[src/rtl/gss_pkg.sv]
package gss_pkg;
  typedef enum logic {
    SCAN_REV = 1'b0,
    SCAN_FWD = 1'b1
  } scan_dir_e;
endpackage

[src/rtl/gss_rst_sync.sv]
module gss_rst_sync #(
  parameter int unsigned DEPTH = 2
) (
  input  logic clk,
  input  logic rst_n_i,
  output logic rst_n_o
);
  logic [DEPTH-1:0] sync_q;
  logic [DEPTH-1:0] sync_d;

  always_comb begin
    sync_d = {sync_q[DEPTH-2:0], 1'b1};
  end

  always_ff @(posedge clk or negedge rst_n_i) begin
    if (!rst_n_i) sync_q <= '0;
    else          sync_q <= sync_d;
  end

  assign rst_n_o = sync_q[DEPTH-1];
endmodule

[src/rtl/gss_shift_chain.sv]
module gss_shift_chain
  import gss_pkg::*;
#(
  parameter int unsigned N_ROWS = 256
) (
  input  logic              clk,
  input  logic              rst_n,
  input  scan_dir_e         dir_i,
  input  logic              sp_i,
  output logic [N_ROWS-1:0] stage_o,
  output logic              last_o
);
  localparam int unsigned LAST = N_ROWS - 1;

  logic [N_ROWS-1:0] stage_q;
  logic [N_ROWS-1:0] stage_d;
  logic              shift_en;

  assign shift_en = 1'b1;

  for (genvar i = 0; i < N_ROWS; i++) begin : g_stage
    logic from_lower;
    logic from_upper;
    if (i == 0) begin : g_lo_end
      assign from_lower = sp_i;
    end else begin : g_lo_mid
      assign from_lower = stage_q[i-1];
    end
    if (i == LAST) begin : g_hi_end
      assign from_upper = sp_i;
    end else begin : g_hi_mid
      assign from_upper = stage_q[i+1];
    end
    always_comb begin
      stage_d[i] = (dir_i == SCAN_FWD) ? from_lower : from_upper;
    end
  end

  always_ff @(posedge clk or negedge rst_n) begin
    if (!rst_n)        stage_q <= '0;
    else if (shift_en) stage_q <= stage_d;
  end

  assign stage_o = stage_q;
  assign last_o  = (dir_i == SCAN_FWD) ? stage_q[LAST] : stage_q[0];
endmodule

[src/rtl/gss_carry_gen.sv]
module gss_carry_gen (
  input  logic clk,
  input  logic rst_n,
  input  logic last_i,
  output logic carry_o
);
  logic carry_q;
  logic carry_d;

  always_comb begin
    carry_d = last_i;
  end

  always_ff @(negedge clk or negedge rst_n) begin
    if (!rst_n) carry_q <= 1'b0;
    else        carry_q <= carry_d;
  end

  assign carry_o = carry_q;
endmodule

[src/rtl/gss_blank_mask.sv]
module gss_blank_mask #(
  parameter int unsigned N_ROWS   = 256,
  parameter int unsigned N_GROUPS = 3
) (
  input  logic [N_ROWS-1:0]   stage_i,
  input  logic [N_GROUPS-1:0] blank_i,
  output logic [N_ROWS-1:0]   row_o
);
  for (genvar i = 0; i < N_ROWS; i++) begin : g_row
    localparam int unsigned GRP = i % N_GROUPS;
    assign row_o[i] = stage_i[i] & ~blank_i[GRP];
  end
endmodule

[src/rtl/gate_scan_shifter.sv]
module gate_scan_shifter
  import gss_pkg::*;
#(
  parameter int unsigned N_ROWS   = 256,
  parameter int unsigned N_GROUPS = 3,
  parameter int unsigned SYNC_LEN = 2
) (
  input  logic                clk,
  input  logic                rst_n,
  input  logic                scan_fwd_i,
  input  logic                spa_in_i,
  output logic                spa_out_o,
  output logic                spa_oe_o,
  input  logic                spb_in_i,
  output logic                spb_out_o,
  output logic                spb_oe_o,
  input  logic [N_GROUPS-1:0] blank_i,
  output logic [N_ROWS-1:0]   row_sel_o
);
  logic              rst_sync_n;
  scan_dir_e         dir;
  logic              sp_in;
  logic [N_ROWS-1:0] stage_q;
  logic              last_stage;
  logic              carry_q;

  assign dir   = scan_dir_e'(scan_fwd_i);
  assign sp_in = (dir == SCAN_FWD) ? spa_in_i : spb_in_i;

  gss_rst_sync #(.DEPTH(SYNC_LEN)) u_rst_sync (
    .clk     (clk),
    .rst_n_i (rst_n),
    .rst_n_o (rst_sync_n)
  );

  gss_shift_chain #(.N_ROWS(N_ROWS)) u_chain (
    .clk     (clk),
    .rst_n   (rst_sync_n),
    .dir_i   (dir),
    .sp_i    (sp_in),
    .stage_o (stage_q),
    .last_o  (last_stage)
  );

  gss_carry_gen u_carry (
    .clk     (clk),
    .rst_n   (rst_sync_n),
    .last_i  (last_stage),
    .carry_o (carry_q)
  );

  gss_blank_mask #(.N_ROWS(N_ROWS), .N_GROUPS(N_GROUPS)) u_mask (
    .stage_i (stage_q),
    .blank_i (blank_i),
    .row_o   (row_sel_o)
  );

  assign spa_oe_o  = (dir == SCAN_REV);
  assign spb_oe_o  = (dir == SCAN_FWD);
  assign spa_out_o = spa_oe_o & carry_q;
  assign spb_out_o = spb_oe_o & carry_q;
endmodule

[config.mk]
export PLATFORM = sky130hd
export DESIGN_NAME = gate_scan_shifter
export DESIGN_NICKNAME = d
export VERILOG_FILES = /design/src/rtl/gss_pkg.sv /design/src/rtl/gss_rst_sync.sv /design/src/rtl/gss_shift_chain.sv /design/src/rtl/gss_carry_gen.sv /design/src/rtl/gss_blank_mask.sv /design/src/rtl/gate_scan_shifter.sv
export SDC_FILE = /design/constraint.sdc
export NUM_CORES = 1
export LEC_CHECK = 0
export BUFFER_PORTS_ARGS = -buffer_cell sky130_fd_sc_hd__buf_4
export CAP_MARGIN = 15
export CORE_MARGIN = 2
export CORE_UTILIZATION = 30
export DETAILED_ROUTE_END_ITERATION = 7
export HOLD_SLACK_MARGIN = 0.03
export PLACE_DENSITY = 0.48
export RECOVER_POWER = 50
export SETUP_SLACK_MARGIN = 0.02
export SLEW_MARGIN = 10
export SYNTH_ARGS = -nofsm -noshare
export SYNTH_HDL_FRONTEND = slang
export SYNTH_SLANG_ARGS = --single-unit
[constraint.sdc]
create_clock -name clk -period 15.18 [get_ports clk]
set_input_delay 1.518 -clock clk [delete_from_list [all_inputs] [get_ports clk]]
set_output_delay 1.518 -clock clk [all_outputs]
set_load 0.01 [all_outputs]
==> reports/qor.yml <==
die:
  die_area_um2: 39700
  core_um2: 37600
  die_height_um: 199
  initial_core_util_pct: 30.4
  pin_count: 268
  rows: 71
  die_w_um: 199
drt:
  final_antenna_net_count: 0
  wire_per_inst_um: 18.4
  dr.pass1.iters: 4
  drtIter0Drc: 186
  wirelength_mm: 29.8
  post_drt_via_cell_ratio: 4.41
  vias: 7124
  drc_errors: 0
timing:
  finalSetupViolations: 0
  fin_tns_setup_ps: 0
  drv_slew: 450
  clock_skew_ps: 26.0
  holdWs_ps: 350
  worst_slew_pin_slew_ps: 8050
  hold_viol: 0
  max_slew_margin_pct: -437
  rsz0062_at_grt: "false"
outcome:
  violations: "capacitance limit, slew limit"
  status: "finished with violations"
logic_synthesis:
  ys_ff_latch: 259
  synth.distinct_cells: 15
  seq_area_frac_synth_pct: 56.7
  yosysWarnings: 0
  synth_nets: 841
  avgSynthCellArea_um2: 13.7
  syn_inst: 833
  synth.cell_area_um2: 11400
cells_and_area:
  final_layout_size_suffix_gt1_share_pct: 50.0
  fin_nets: 1091
  syn_to_final_growth_pct: 28.3
  n_fill_cell: 3707
  ff_latch_area_um2: 6480
  multi_input_area_um2: 4560
  final_cells: 1617
  utilization_pct: 39.0
cts:
  htreeDepth: 1
  cts_setup_buffers: 0
  cts_root_buffer: "clkbuf_16"
  clkSinkCount: 259
  cts_tree: "done"
  clk_latency_ps: 560
  numCtsBuffers: 30
  hold_buffers: 0
  cts_resized: 0
  clk_path_buf_depth: 3
  clk_pin_slew_ps: 50
worst_setup_path:
  worstSetupEndpointType: "register"
  worst_setup_path_start_kind: "input port"
  crit_chain: "clkbuf_1, mux2_2"
  worstSetupPathType: "input port to register"
  slowest_delay_ps: 1460
  cpLargestDelayFamily: "buffers and inverters"
  crit_fanout: 40
  path_buf_inv: 1
  crit_slowest_cell: "clkbuf_1"
  worstPathRequired_ps: 7980
  cp_data_arrival_time_ps: 3450
power_and_ir_drop:
  pwr_density_cell_nw_per_um2: 105
  leakage_nw: 7.70
  p_switching_w: 0.000369
  irDropWorstVdd_mv: 0.0806
  clockPowerShare_pct: 44.9
  pwr-share-comb_pct: 7.5
  p_int_w: 0.00117
  sw_frac_of_total_pct: 23.9
  power_frac_seq_pct: 47.6
  power_w: 0.00154
placed_design:
  placed_cells: 1562
  portBuffers: 267
  place_congestion: 0.708
  dp_hpwl_mm: 19.2
grt:
  antenna_found_initial: 0
  grt_pass1_vias: 7511
  overflow: 0
  grt_start_max_net_pins: 150
  grt_util_all_layers_pct: 14.8
  grt_pass1_wl_mm: 45.9
flow_run:
  cap_violations: 6
hold_path:
  holdCritPathClass: "register to register"
## routing by layer
metal  up-vias  part of all wire [%]  global-route usage [%]
met5         -                     0                       0
met4         0                   1.6                    2.85
met3        32                   7.4                    4.03
met2       189                    43                    21.6
met1      3628                    48                    21.9
li1       3275                     -                       -
## placed cells by master, fill, tap and decap left out
cell	n
clkbuf_16	31
buf_4	269
clkinv_2	6
dfrtp_1	258
diode_2	1
mux2_2	237
dfrtn_1	1
clkbuf_1	14
conb_1	1
clkbuf_8	7
clkinv_4	1
clkinvlp_4	1
and2_1	1
inv_1	1
nor2b_1	222
mux2_1	20
and2b_1	35
## Yosys cell counts
master,number,area share (%)
inv_1,1,0.033
dfrtp_1,258,56
clkbuf_1,20,0.66
buf_1,1,0.033
clkbuf_2,2,0.088
buf_6,22,2.2
and2b_1,35,2.3
buf_4,1,0.066
and2_1,1,0.055
dfrtn_1,1,0.22
nor2b_1,222,12
buf_2,11,0.48
mux2_2,237,23
conb_1,1,0.033
mux2_1,20,2.0
## metrics by stage
step | area, um2 | setup WS, ps
2_1_floorplan | 11400 | 68.7
3_3_place_gp | 13800 | 5260
3_5_place_dp | 13800 | 5270
4_1_cts | 14700 | 4790
5_1_grt | 14700 | 3890
6_report | 14700 | 4530
## final timing paths
kind	from	slack, ps	cells past startpoint	to
worst max-delay path	scan_fwd_i	4530	2	u_carry.carry_o
worst min-delay path	u_rst_sync.sync_q[0]	350	0	u_rst_sync.sync_q[1]
worst max register to register	u_rst_sync.sync_q[1]	5920	1	u_chain.stage_o[92]
worst min register to register	u_rst_sync.sync_q[0]	350	0	u_rst_sync.sync_q[1]
max in group asynchronous	u_rst_sync.sync_q[1]	5920	1	u_chain.stage_o[92]
min in group asynchronous	u_rst_sync.sync_q[1]	680	0	u_chain.stage_o[16]
## area by class of cell
| class | instances | share of cell area, % |
|---|---|---|
| Inverter | 1 | 0.0256 |
| Clock inverter | 8 | 0.316 |
| Timing Repair Buffer | 275 | 13.9 |
| Sequential cell | 259 | 44.2 |
| Multi-Input combinational cell | 516 | 31.0 |
| Antenna cell | 1 | 0.0171 |
| Tap cell | 511 | 4.36 |
| Clock buffer | 46 | 6.15 |
## power by group through the flow
stage | Clock, W | Combinational (W) | Sequential [W]
6_report | 0.000692 | 0.000115 | 0.000734
5_1_grt | 0.000753 | 0.000127 | 0.000738
4_1_cts | 0.000721 | 0.000119 | 0.000735
3_5_place_dp | 0 | 0.000118 | 0.000748
3_3_place_gp | 0 | 0.000118 | 0.000747
2_1_floorplan | 0 | 0.0000729 | 0.000745
## registers in the layout, summed over array words and instances (netlist names)
| register | cells |
|---|---|
| u_chain.stage_o | 256 |
| u_carry.carry_o | 1 |
| u_rst_sync.sync_q | 2 |
## kinds of logic (layout without fill, tap and decap cells)
family                 after synthesis  in the layout  share of synthesized area (%)
buffers and inverters               58            330                           3.52
flip-flops                         259            259                           56.7
multiplexers                       257            257                           25.3
other                                1              2                         0.0328
AND/OR/NAND/NOR                    258            258                           14.5
No activity file was read; power rests on OpenSTA's default activity.
